**src/rtl/pp_pkg.sv**
```systemverilog
package pp_pkg;
  localparam logic [7:0] OP_LOAD = 8'h53;
  localparam logic [7:0] OP_PROG = 8'h82;
  localparam logic [7:0] OP_CMP  = 8'h60;
  localparam logic [7:0] OP_STAT = 8'hD7;
  localparam int BIT_RDY  = 7;
  localparam int BIT_MISS = 6;

  typedef enum logic [1:0] {K_LOAD, K_PROG, K_CMP, K_STAT} cmd_e;
  typedef enum logic [2:0] {S_IDLE, S_DIV, S_PLAN, S_HDR, S_DATA, S_NEXT, S_DONE} st_e;
endpackage

```
**src/rtl/pp_chunker.sv**
```systemverilog
module pp_chunker #(
  parameter int AW = 24,
  parameter int LW = 16,
  parameter int PW = 11
) (
  input  logic          clk,
  input  logic          rst_n,
  input  logic          load,
  input  logic          step,
  input  logic [AW-1:0] off,
  input  logic [LW-1:0] len,
  input  logic [PW-1:0] psz,
  output logic          ready,
  output logic [AW-1:0] page,
  output logic [PW-1:0] col,
  output logic [LW-1:0] chunk,
  output logic          last
);
  logic [AW-1:0] rem_off;
  logic [LW-1:0] remaining;
  logic          dividing;
  logic [AW-1:0] psz_x;
  logic [LW-1:0] space_x;

  assign psz_x   = AW'(psz);
  assign space_x = LW'(psz - col);
  assign chunk   = (remaining < space_x) ? remaining : space_x;
  assign last    = (remaining <= space_x);
  assign ready   = !dividing;

  // offset is divided by repeated subtraction: one page per cycle
  always_ff @(posedge clk or negedge rst_n) begin
    if (!rst_n) begin
      rem_off   <= '0;
      remaining <= '0;
      dividing  <= 1'b0;
      page      <= '0;
      col       <= '0;
    end else if (load) begin
      rem_off   <= off;
      remaining <= len;
      dividing  <= 1'b1;
      page      <= '0;
      col       <= '0;
    end else if (dividing) begin
      if (rem_off >= psz_x) begin
        rem_off <= rem_off - psz_x;
        page    <= page + AW'(1);
      end else begin
        dividing <= 1'b0;
        col      <= rem_off[PW-1:0];
      end
    end else if (step) begin
      remaining <= remaining - chunk;
      page      <= page + AW'(1);
      col       <= '0;
    end
  end

  // a pending chunk is never empty and never wider than a page
  a_r1_chunk_fits: assert property (@(posedge clk) disable iff (!rst_n)
    (ready && remaining != '0) |-> (chunk != '0 && chunk <= LW'(psz)));
  // after a step the next chunk begins at column 0
  a_r1_step_col0: assert property (@(posedge clk) disable iff (!rst_n)
    (step && !load && ready) |=> (col == '0));
endmodule

```
**src/rtl/pageprog_seq.sv**
```systemverilog
module pageprog_seq #(
  parameter int AW = 24,
  parameter int LW = 16,
  parameter int PW = 11,
  parameter int SW = 4
) (
  input  logic          clk,
  input  logic          rst_n,
  input  logic          start,
  input  logic [AW-1:0] start_offset,
  input  logic [LW-1:0] byte_count,
  input  logic [PW-1:0] page_size,
  input  logic [SW-1:0] page_shift,
  input  logic          verify_en,
  output logic          busy,
  output logic          done,
  output logic          verify_fail,
  output logic [AW-1:0] fail_page,
  input  logic          in_valid,
  output logic          in_ready,
  input  logic [7:0]    in_data,
  output logic          sp_valid,
  input  logic          sp_ready,
  output logic [7:0]    sp_data,
  output logic          sp_last,
  input  logic          sp_rsp_valid,
  input  logic [7:0]    sp_rsp_data
);
  import pp_pkg::*;

  localparam int ADDR_BITS = 24;
  localparam logic [LW-1:0] ONE = LW'(1);

  st_e           st;
  cmd_e          kind, polled;
  logic [1:0]    idx;
  logic [LW-1:0] cnt;
  logic          wait_rsp, seg_end;

  logic          ck_ready, ck_last, ck_step, ck_load;
  logic [AW-1:0] ck_page;
  logic [PW-1:0] ck_col;
  logic [LW-1:0] ck_chunk;

  assign ck_load = (st == S_IDLE) && start && (byte_count != '0);
  assign ck_step = (st == S_NEXT) && !ck_last;

  pp_chunker #(.AW(AW), .LW(LW), .PW(PW)) u_chunk (
    .clk(clk), .rst_n(rst_n), .load(ck_load), .step(ck_step),
    .off(start_offset), .len(byte_count), .psz(page_size),
    .ready(ck_ready), .page(ck_page), .col(ck_col),
    .chunk(ck_chunk), .last(ck_last)
  );

  // address formation
  logic [ADDR_BITS-1:0] pg_addr, full_addr, hdr_addr;
  assign pg_addr   = ADDR_BITS'(ck_page << page_shift);
  assign full_addr = pg_addr + ADDR_BITS'(ck_col);
  assign hdr_addr  = (kind == K_PROG) ? full_addr : {pg_addr[23:8], 8'h00};

  logic [7:0] op_byte, hdr_byte;
  always_comb begin
    unique case (kind)
      K_LOAD:  op_byte = OP_LOAD;
      K_PROG:  op_byte = OP_PROG;
      K_CMP:   op_byte = OP_CMP;
      default: op_byte = OP_STAT;
    endcase
    unique case (idx)
      2'd0:    hdr_byte = op_byte;
      2'd1:    hdr_byte = (kind == K_STAT) ? 8'h00 : hdr_addr[23:16];
      2'd2:    hdr_byte = hdr_addr[15:8];
      default: hdr_byte = hdr_addr[7:0];
    endcase
  end

  logic hdr_end, data_end, phase_end, fire, rsp_take;
  assign hdr_end   = (kind == K_STAT) ? (idx == 2'd1) : (idx == 2'd3);
  assign data_end  = (cnt == ck_chunk - ONE);
  assign phase_end = (st == S_DATA) ? data_end : hdr_end;

  assign sp_valid = !wait_rsp && ((st == S_HDR) || (st == S_DATA && in_valid));
  assign sp_data  = (st == S_DATA) ? in_data : hdr_byte;
  assign sp_last  = (st == S_DATA) ? data_end : (hdr_end && kind != K_PROG);
  assign in_ready = (st == S_DATA) && !wait_rsp && sp_ready;
  assign fire     = sp_valid && sp_ready;
  assign rsp_take = wait_rsp && sp_rsp_valid;
  assign busy     = (st != S_IDLE);

  logic unused_rsp;
  assign unused_rsp = ^sp_rsp_data[5:0];

  always_ff @(posedge clk or negedge rst_n) begin
    if (!rst_n) begin
      st          <= S_IDLE;
      kind        <= K_STAT;
      polled      <= K_STAT;
      idx         <= '0;
      cnt         <= '0;
      wait_rsp    <= 1'b0;
      seg_end     <= 1'b0;
      done        <= 1'b0;
      verify_fail <= 1'b0;
      fail_page   <= '0;
    end else begin
      done <= 1'b0;
      unique case (st)
        S_IDLE: if (start) begin
          verify_fail <= 1'b0;
          st <= (byte_count == '0) ? S_DONE : S_DIV;
        end
        S_DIV: if (ck_ready) st <= S_PLAN;
        S_PLAN: begin
          kind <= (ck_chunk != LW'(page_size)) ? K_LOAD : K_PROG;
          idx  <= '0;
          st   <= S_HDR;
        end
        S_HDR, S_DATA: begin
          if (fire) begin
            wait_rsp <= 1'b1;
            seg_end  <= phase_end;
            if (st == S_HDR) idx <= idx + 2'd1;
            else             cnt <= cnt + ONE;
          end else if (rsp_take) begin
            wait_rsp <= 1'b0;
            if (seg_end) begin
              if (st == S_HDR && kind == K_PROG) begin
                st  <= S_DATA;
                cnt <= '0;
              end else if (kind == K_STAT) begin
                idx <= '0;
                if (sp_rsp_data[BIT_RDY]) begin
                  unique case (polled)
                    K_LOAD: kind <= K_PROG;
                    K_PROG: if (verify_en) kind <= K_CMP;
                            else st <= S_NEXT;
                    default: if (sp_rsp_data[BIT_MISS]) begin
                      verify_fail <= 1'b1;
                      fail_page   <= ck_page;
                      st          <= S_DONE;
                    end else st <= S_NEXT;
                  endcase
                end
              end else begin
                polled <= kind;
                kind   <= K_STAT;
                idx    <= '0;
                st     <= S_HDR;
              end
            end
          end
        end
        S_NEXT: st <= ck_last ? S_DONE : S_PLAN;
        default: begin
          done <= 1'b1;
          st   <= S_IDLE;
        end
      endcase
    end
  end

  // stalled command byte is held
  a_r9_hold: assert property (@(posedge clk) disable iff (!rst_n)
    (sp_valid && !sp_ready) |=> (sp_valid && $stable(sp_data) && $stable(sp_last)));
  // one byte outstanding
  a_r9_one_out: assert property (@(posedge clk) disable iff (!rst_n)
    (sp_valid && sp_ready) |=> !sp_valid);
  // completion is a single pulse while idle
  a_r10_done_pulse: assert property (@(posedge clk) disable iff (!rst_n)
    done |=> !done);
  a_r10_done_idle: assert property (@(posedge clk) disable iff (!rst_n)
    done |-> !busy);
  // a mismatch ends the request on the next cycle
  a_r6_fail_ends: assert property (@(posedge clk) disable iff (!rst_n)
    $rose(verify_fail) |=> done);
  // input bytes are taken only while a command byte can be forwarded
  a_r8_in_gate: assert property (@(posedge clk) disable iff (!rst_n)
    in_ready |-> (busy && sp_ready && !done));
endmodule

```
**config.mk**
```make
export PLATFORM = sky130hd
export DESIGN_NAME = pageprog_seq
export DESIGN_NICKNAME = d
export VERILOG_FILES = /design/src/rtl/pp_pkg.sv /design/src/rtl/pp_chunker.sv /design/src/rtl/pageprog_seq.sv
export SDC_FILE = /design/constraint.sdc
export NUM_CORES = 1
export LEC_CHECK = 0
export BUFFER_PORTS_ARGS = -buffer_cell sky130_fd_sc_hd__buf_2
export CORE_MARGIN = 3
export CORE_UTILIZATION = 40
export CTS_BUF_LIST = sky130_fd_sc_hd__clkbuf_8 sky130_fd_sc_hd__clkbuf_16
export DETAILED_ROUTE_END_ITERATION = 12
export SLEW_MARGIN = 10
export SYNTH_ARGS = -nofsm -noshare
export SYNTH_HDL_FRONTEND = slang
export SYNTH_SLANG_ARGS = --single-unit
export TNS_END_PERCENT = 5
```
**constraint.sdc**
```tcl
create_clock -name clk -period 9.2 [get_ports clk]
set_input_delay 0.92 -clock clk [delete_from_list [all_inputs] [get_ports clk]]
set_output_delay 0.92 -clock clk [all_outputs]
set_load 0.01 [all_outputs]
```
==> impl_metrics.csv, run 1 <==
group,metric,value,unit
floorplanning,die_x,176,um
synthesis,synthDistinctLibCells,90,
synthesis,post_synth_xor_area_fraction,7.98,%
floorplanning,die-area,30900,sq um
power_and_ir_drop,internal_power,2.40,mW
clocking,clock_tree.buffer_depth,2,
power_and_ir_drop,clock_power_share,14.4,%
setup_path,critPathMaxFanout,21,
clocking,tritoncts,"done",
setup_path,critical_path.max_stage_delay,0.47,ns
power_and_ir_drop,leakage_power_of_the_design,5.72,nW
setup_path,regToRegStartpoint,"u_chunk.col[4]$_DFFE_PN0P_",
route,met2WireLength,13.6,mm
layout,final_common_cell,"sky130_fd_sc_hd__nand2_1",
timing,finalClockSkew,0.0182,ns
synthesis,synth_enable_flop_cells,0,
power_and_ir_drop,netSwitchingFraction,49.6,%
timing,period_share,87.6,%
timing,setup_tns,0,ns
placed_design,dp_area,12400,sq um
synthesis,synthArstFlopShare,100,%
setup_path,dominant_delay_contributor_by_cell_family_on_the_critical_path,"simple AND/OR/NAND/NOR gates",
timing,max_clock_freq,0.124,GHz
route,drt-met1-wl,16.2,mm
layout,instances_no_fill,1843,
route,drt_first_pass_iters,5,
route,drt_first_iter_violations,819,
clocking,ctsResizeCount,0,
clocking,cts.htree.levels,4,
synthesis,yosysWarnings,0,
synthesis,synth_fp_nets,1534,
timing,slew_at_the_pin_closest_to_its_max_slew_limit,1.10,ns
synthesis,synth.top_cells.by_area,"sky130_fd_sc_hd__dfrtp_1, sky130_fd_sc_hd__ha_1, sky130_fd_sc_hd__xnor2_1",
synthesis,yosysTopAreaCellShare,27.2,%
layout,final_design_area_no_fill,12900,sq um
synthesis,synth_compound_gate_area_share,17.9,%
floorplanning,core-area,28100,sq um
synthesis,syn-cell-area,11500,sq um
power_and_ir_drop,switchingPower,2.37,mW
global_route,grtUsageTotal,20.7,%
clocking,postCtsHoldBufs,0,
worst_hold_path,min_to,"fail_page[2]$_DFFE_PN0P_",
clocking,cts_root_buf,"sky130_fd_sc_hd__clkbuf_16",
global_route,antenna_found_initial,0,
layout,num_antenna_cells,0,
clocking,numCtsBuffers,17,
power_and_ir_drop,irDropWorstVdd,0.000175,V
route,postRouteAntennaNets,0,
synthesis,synth.mux.area_fraction,10.5,%
route,avg_vias_per_cell,5.67,
placed_design,place_ws,1.18,ns
timing,hold_ws,0.478,ns
timing,slew-limit-headroom,26.4,%
synthesis,syn_inst,1377,
setup_path,worst_path_max_delay_cell,"sky130_fd_sc_hd__mux2i_1",
setup_path,worstSetupStartpointType,"input pin",
global_route,largest_net_degree_at_the_start_of_global_routing,85,
placed_design,io_buffers,109,
synthesis,synth_seq_cells,129,
worst_hold_path,whs_path_depth,2,
floorplanning,dieHeight,176,um
synthesis,yosysTopAreaCell,"sky130_fd_sc_hd__dfrtp_1",
global_route,gr-total-overflow,0,
synthesis,avgSynthCellArea,8.36,sq um
synthesis,synth-simple-area-share,22.0,%
setup_path,worst_r2r_endpoint,"u_chunk.remaining[14]$_DFFE_PN0P_",
power_and_ir_drop,power_density,369,nW/um^2
setup_path,endpoint_kind,"output port",
synthesis,postSynth.topFlopCell,"sky130_fd_sc_hd__dfrtp_1",
worst_hold_path,timing.hold.worst.start,"fail_page[2]$_DFFE_PN0P_",
setup_path,critical_path_buf_inv_count,3,
placed_design,dpl.hpwl,23.8,mm
clocking,clock_insertion_delay_worst_skew,0.44,ns
run_status,outcome,"complete, no violations",
synthesis,synth_top_family_by_area,"simple AND/OR/NAND/NOR gates",
layout,area.growth.synth_to_final,12.2,%
route,detail_routed_net_length_per_standard_cell,17.2,um
layout,highest_count_cells_in_the_layout_ignoring_fill_and_taps,"sky130_fd_sc_hd__nand2_1, sky130_fd_sc_hd__nor2_1, sky130_fd_sc_hd__dfrtp_1",
layout,finish.net_count,1609,
route,wl,31.7,mm
floorplanning,io-pin-count,116,
placed_design,dpl.cell_count,1811,
floorplanning,initial_utilization,41.0,%
layout,n_fill_cell,2853,
worst_hold_path,hp-class,"flip-flop to flip-flop",
timing,rsz_0062_raised_after_global_routing,"no",
setup_path,worst-endpoint-arrival,7.14,ns
layout,drive_gt1_share,16.7,%
route,dr_total_vias,10400,
setup_path,timing.reg2reg.worst_path_depth,25,
synthesis,synth_adder_area_share,8.84,%
clocking,post-cts-setup-buffer-count,0,
setup_path,timing.reg2reg.setup_slack,2.27,ns
global_route,global_route_wire_length_before_repair,51.9,mm
setup_path,timing.critical_path.required,8.28,ns
power_and_ir_drop,p_comb_share,65.9,%
route,drt_drc_violations_left,0,
route,met3WireLength,1.57,mm
power_and_ir_drop,seq_power_share,19.7,%
floorplanning,row_count,61,
setup_path,timing_worst_setup_path_type,"input pin to output port",
clocking,cts.clk_slew.worst_paths,0.07,ns
timing,report.final.setup_viol,0,
timing,slew_viol_final,0,
run,max_cap_viols,0,
clocking,cts_num_sinks,129,
timing,final_period_minus_worst_setup_slack,8.06,ns
placed_design,finalWeightedCongestion,0.898,
timing,timing.final.hold_violations,0,
synthesis,yosysSeqAreaShare,28.1,%
route,top_layer_used,"met4",
timing,post-route-worst-setup-slack,1.14,ns
global_route,grt_pass1_vias,9876,
cells by family after synthesis:
kind of cell             after synthesis
buffers and inverters                138
flip-flops                           129
XOR/XNOR                             105
AO/OA/AOI/OAI                        327
adder cells (fa/ha/maj)               79
AND/OR/NAND/NOR                      510
multiplexers                          89
power by group through the flow:
stage	sequential [mW]	clock, mW	combinational (mW)
2_1_floorplan	0.856	0	2.48
3_3_place_gp	0.938	0	3.06
3_5_place_dp	0.944	0	3.09
4_1_cts	0.934	0.701	3.12
5_1_grt	0.964	0.722	3.53
6_report	0.940	0.686	3.15
area by class of cell:
type / count / area (sq um) / share of cell area, %
clock buffers: 17 / 425 / 3.29
clock inverters: 15 / 148 / 1.14
inverters: 76 / 285 / 2.21
multi-input cells: 1110 / 7740 / 59.9
flip-flops and latches: 129 / 3230 / 25.0
well taps: 378 / 473 / 3.66
repair buffers: 118 / 619 / 4.79
worst register-to-register path: cells and delay by family, from the launching register on:
family,cells,cell delay [ns]
multiplexers,1,0.53
AO/OA/AOI/OAI,13,2.80
AND/OR/NAND/NOR,5,1.41
adder cells (fa/ha/maj),3,1.08
flip-flops,1,0.40
buffers and inverters,2,0.46
XOR/XNOR,1,0.16
state kept, by name, indices dropped and copies added, names as in the netlist:
signal             flops
verify_fail            1
u_chunk.page          24
u_chunk.remaining     16
done                   1
wait_rsp               1
cnt                   16
u_chunk.rem_off       24
u_chunk.dividing       1
idx                    2
fail_page             24
st                     3
polled                 2
u_chunk.col           11
seg_end                1
kind                   2
Yosys cell counts, types with 28 or more instances:
| library cell | number |
|---|---|
| sky130_fd_sc_hd__dfrtp_1 | 125 |
| sky130_fd_sc_hd__inv_1 | 76 |
| sky130_fd_sc_hd__mux2i_1 | 28 |
| sky130_fd_sc_hd__xor2_1 | 46 |
| sky130_fd_sc_hd__nand3_1 | 47 |
| sky130_fd_sc_hd__clkbuf_1 | 47 |
| sky130_fd_sc_hd__ha_1 | 75 |
| sky130_fd_sc_hd__xnor2_1 | 59 |
| sky130_fd_sc_hd__nand2_1 | 137 |
| sky130_fd_sc_hd__nor3_1 | 38 |
| sky130_fd_sc_hd__mux2_2 | 39 |
| sky130_fd_sc_hd__nor2_1 | 133 |
| sky130_fd_sc_hd__a21oi_1 | 92 |
| sky130_fd_sc_hd__o21ai_0 | 95 |
layer usage:
| metal | vias to the layer above | track usage (%) |
|---|---|---|
| met5 | - | 0 |
| met4 | 0 | 4.62 |
| met3 | 21 | 2.79 |
| met2 | 253 | 30.7 |
| met1 | 5021 | 31.9 |
| li1 | 5146 | - |
stage by stage:
stage / utilization (%) / total power, mW
2_1_floorplan: - / 3.33
3_3_place_gp: 44.0 / 4.00
3_5_place_dp: 44.0 / 4.04
4_1_cts: 46.0 / 4.76
5_1_grt: 46.0 / 5.22
6_report: 46.0 / 4.77
worst max-delay path by stage:
stage | start | to | cells past startpoint
6_report | page_size[4] | sp_last | 26
5_1_grt | page_size[4] | sp_last | 26
4_1_cts | page_size[4] | sp_last | 26
3_5_place_dp | page_size[4] | sp_last | 26
3_3_place_gp | page_size[4] | sp_last | 25
2_1_floorplan | page_size[4] | sp_last | 26
No activity file was read; power rests on OpenSTA's default activity.
==> run 2: changes to the inputs <==
ABC_CLOCK_PERIOD_IN_PS = 9200   (was default)
PLACE_DENSITY = 0.69   (was default)
==> run 2 against run 1 <==
Core utilization up 0.16 points. Via count is 1.8% higher. Clock skew fell by 0.0046 ns. Clock power increased by 10%. Critical path type unchanged.
==> impl_metrics.csv, run 2 (same netlist as run 1, synthesis figures left out) <==
group,metric,value,unit
run_status,outcome,"complete, no violations",
layout,top_regs,"fail_page x24, u_chunk.page x24, u_chunk.rem_off x24",
setup_path,timing.critical_path.required,8.28,ns
setup_path,critPathMaxFanout,21,
route,postRouteAntennaNets,0,
floorplanning,core-area,28100,sq um
timing,report.final.setup_viol,0,
timing,slew-limit-headroom,27.4,%
clocking,tritoncts,"done",
layout,num_antenna_cells,0,
layout,n_fill_cell,2776,
global_route,largest_net_degree_at_the_start_of_global_routing,68,
route,dr_total_vias,10600,
placed_design,place_ws,1.21,ns
floorplanning,dieHeight,176,um
power_and_ir_drop,leakage_power_of_the_design,5.74,nW
clocking,post-cts-setup-buffer-count,0,
timing,setup_tns,0,ns
timing,rsz_0062_raised_after_global_routing,"no",
layout,area.growth.synth_to_final,12.6,%
clocking,numCtsBuffers,17,
route,detail_routed_net_length_per_standard_cell,17.3,um
timing,slew_viol_final,0,
route,avg_vias_per_cell,5.77,
clocking,ctsResizeCount,0,
placed_design,io_buffers,109,
timing,final_period_minus_worst_setup_slack,8.09,ns
clocking,cts_num_sinks,129,
clocking,cts.clk_slew.worst_paths,0.07,ns
layout,drive_gt1_share,16.6,%
global_route,grtUsageTotal,20.2,%
timing,post-route-worst-setup-slack,1.11,ns
floorplanning,die_x,176,um
timing,period_share,87.9,%
clocking,cts_root_buf,"sky130_fd_sc_hd__clkbuf_16",
placed_design,dpl.hpwl,23.6,mm
route,drt_first_pass_iters,5,
layout,finish.net_count,1606,
setup_path,worst-endpoint-arrival,7.17,ns
floorplanning,die-area,30900,sq um
floorplanning,io-pin-count,116,
layout,final_common_cell,"sky130_fd_sc_hd__nand2_1",
floorplanning,initial_utilization,41.0,%
global_route,global_route_wire_length_before_repair,50.7,mm
global_route,gr-total-overflow,0,
timing,max_clock_freq,0.124,GHz
route,wl,31.8,mm
run,max_cap_viols,0,
placed_design,finalWeightedCongestion,0.947,
clocking,clock_insertion_delay_worst_skew,0.44,ns
power_and_ir_drop,power_density,374,nW/um^2
worst_hold_path,hp-class,"input pin to async pin",
power_and_ir_drop,irDropWorstVdd,0.000252,V
global_route,grt_pass1_vias,9754,
global_route,antenna_found_initial,1,
timing,timing.final.hold_violations,0,
route,drt_drc_violations_left,0,
floorplanning,row_count,61,
setup_path,timing_worst_setup_path_type,"input pin to output port",
clocking,clock_tree.buffer_depth,2,
clocking,cts.htree.levels,4,
timing,finalClockSkew,0.0136,ns
route,drt_first_iter_violations,1003,
setup_path,endpoint_kind,"output port",
setup_path,worstSetupStartpointType,"input pin",
layout,highest_count_cells_in_the_layout_ignoring_fill_and_taps,"sky130_fd_sc_hd__nand2_1, sky130_fd_sc_hd__nor2_1, sky130_fd_sc_hd__dfrtp_1",
clocking,postCtsHoldBufs,0,
layout,final_core_utilization,46.2,%
timing,slew_at_the_pin_closest_to_its_max_slew_limit,1.09,ns
run 2: cell count changes in the layout (fill, tap and decap cells not counted):
| cell | change |
|---|---|
| sky130_fd_sc_hd__clkinvlp_4 | -1 |
| sky130_fd_sc_hd__inv_6 | -1 |
| sky130_fd_sc_hd__clkbuf_8 | +1 |
| sky130_fd_sc_hd__clkinv_4 | -1 |
| sky130_fd_sc_hd__buf_4 | -3 |
| sky130_fd_sc_hd__inv_8 | -1 |
| sky130_fd_sc_hd__bufinv_16 | +3 |
run 2: final cells by class:
class / count / area (sq um) / area share [%]
Tap cell: 378 / 473 / 3.65
Sequential cell: 129 / 3230 / 24.9
Inverter: 76 / 285 / 2.20
Clock buffer: 18 / 439 / 3.39
Timing Repair Buffer: 115 / 597 / 4.60
Multi-Input combinational cell: 1110 / 7740 / 59.7
Clock inverter: 14 / 201 / 1.55
run 2: critical path, stage by stage:
cell and delay [ns]:
sky130_fd_sc_hd__buf_2 0.13, sky130_fd_sc_hd__ha_1 0.39, sky130_fd_sc_hd__nand2_1 0.09, sky130_fd_sc_hd__a211oi_1 0.43, sky130_fd_sc_hd__o221ai_1 0.24, sky130_fd_sc_hd__a31oi_1 0.49
sky130_fd_sc_hd__or2_2 0.30, sky130_fd_sc_hd__ha_1 0.28, sky130_fd_sc_hd__a21oi_1 0.15, sky130_fd_sc_hd__nand2_1 0.06, sky130_fd_sc_hd__a21oi_1 0.33, sky130_fd_sc_hd__and3_4 0.43
sky130_fd_sc_hd__mux2i_1 0.47, sky130_fd_sc_hd__inv_1 0.09, sky130_fd_sc_hd__ha_1 0.24, sky130_fd_sc_hd__nand2_1 0.11, sky130_fd_sc_hd__nor2_1 0.05, sky130_fd_sc_hd__mux2_2 0.28
sky130_fd_sc_hd__mux2_2 0.30, sky130_fd_sc_hd__nand4_1 0.21, sky130_fd_sc_hd__nor4_1 0.09, sky130_fd_sc_hd__o32ai_1 0.45, sky130_fd_sc_hd__xor2_1 0.22, sky130_fd_sc_hd__nand2_1 0.07
sky130_fd_sc_hd__o22ai_1 0.16, sky130_fd_sc_hd__buf_2 0.17
run 2: path summary, 6_finish.rpt:
kind                       cells past startpoint                                 to  slack [ns]                        from
min                                            1       u_chunk.page[22]$_DFFE_PN0P_        0.47                       rst_n
min in group clk                               2           fail_page[2]$_DFFE_PN0P_        0.48    fail_page[2]$_DFFE_PN0P_
max                                           26                            sp_last        1.11                page_size[4]
min reg2reg                                    2           fail_page[2]$_DFFE_PN0P_        0.48    fail_page[2]$_DFFE_PN0P_
max in group asynchronous                      2    u_chunk.rem_off[13]$_DFFE_PN0P_        7.41                       rst_n
max reg2reg                                   25  u_chunk.remaining[14]$_DFFE_PN0P_        2.11  u_chunk.col[4]$_DFFE_PN0P_
run 2: metal layers:
| metal | GRT usage, % | share of wire (%) | vias to the layer above |
|---|---|---|---|
| met3 | 4.00 | 7.4 | 39 |
| met4 | 4.68 | 1.3 | 2 |
| li1 | - | - | 5143 |
| met2 | 29.7 | 43 | 376 |
| met1 | 30.4 | 48 | 5064 |
| met5 | 0 | 0.022 | - |
run 2: where the power goes:
group,total [mW],leakage [nW],switching (mW),internal [mW]
registers,0.939,1.65,0.217,0.722
clock network,0.757,0.314,0.291,0.466
logic,3.16,3.78,1.86,1.30
total,4.86,5.74,2.37,2.49
run 2: stage by stage:
stage | cells | hold WS (ns) | area (sq um) | total power [mW]
finish | 1840 | 0.473 | 13000 | 4.86
global route | 1840 | 0.503 | 13000 | 5.27
CTS | 1840 | 0.481 | 13000 | 4.82
detailed placement | 1808 | 0.467 | 12300 | 4.03
global placement | 1808 | 0.462 | 12300 | 3.96
floorplan | 1377 | 0.492 | 11500 | 3.33
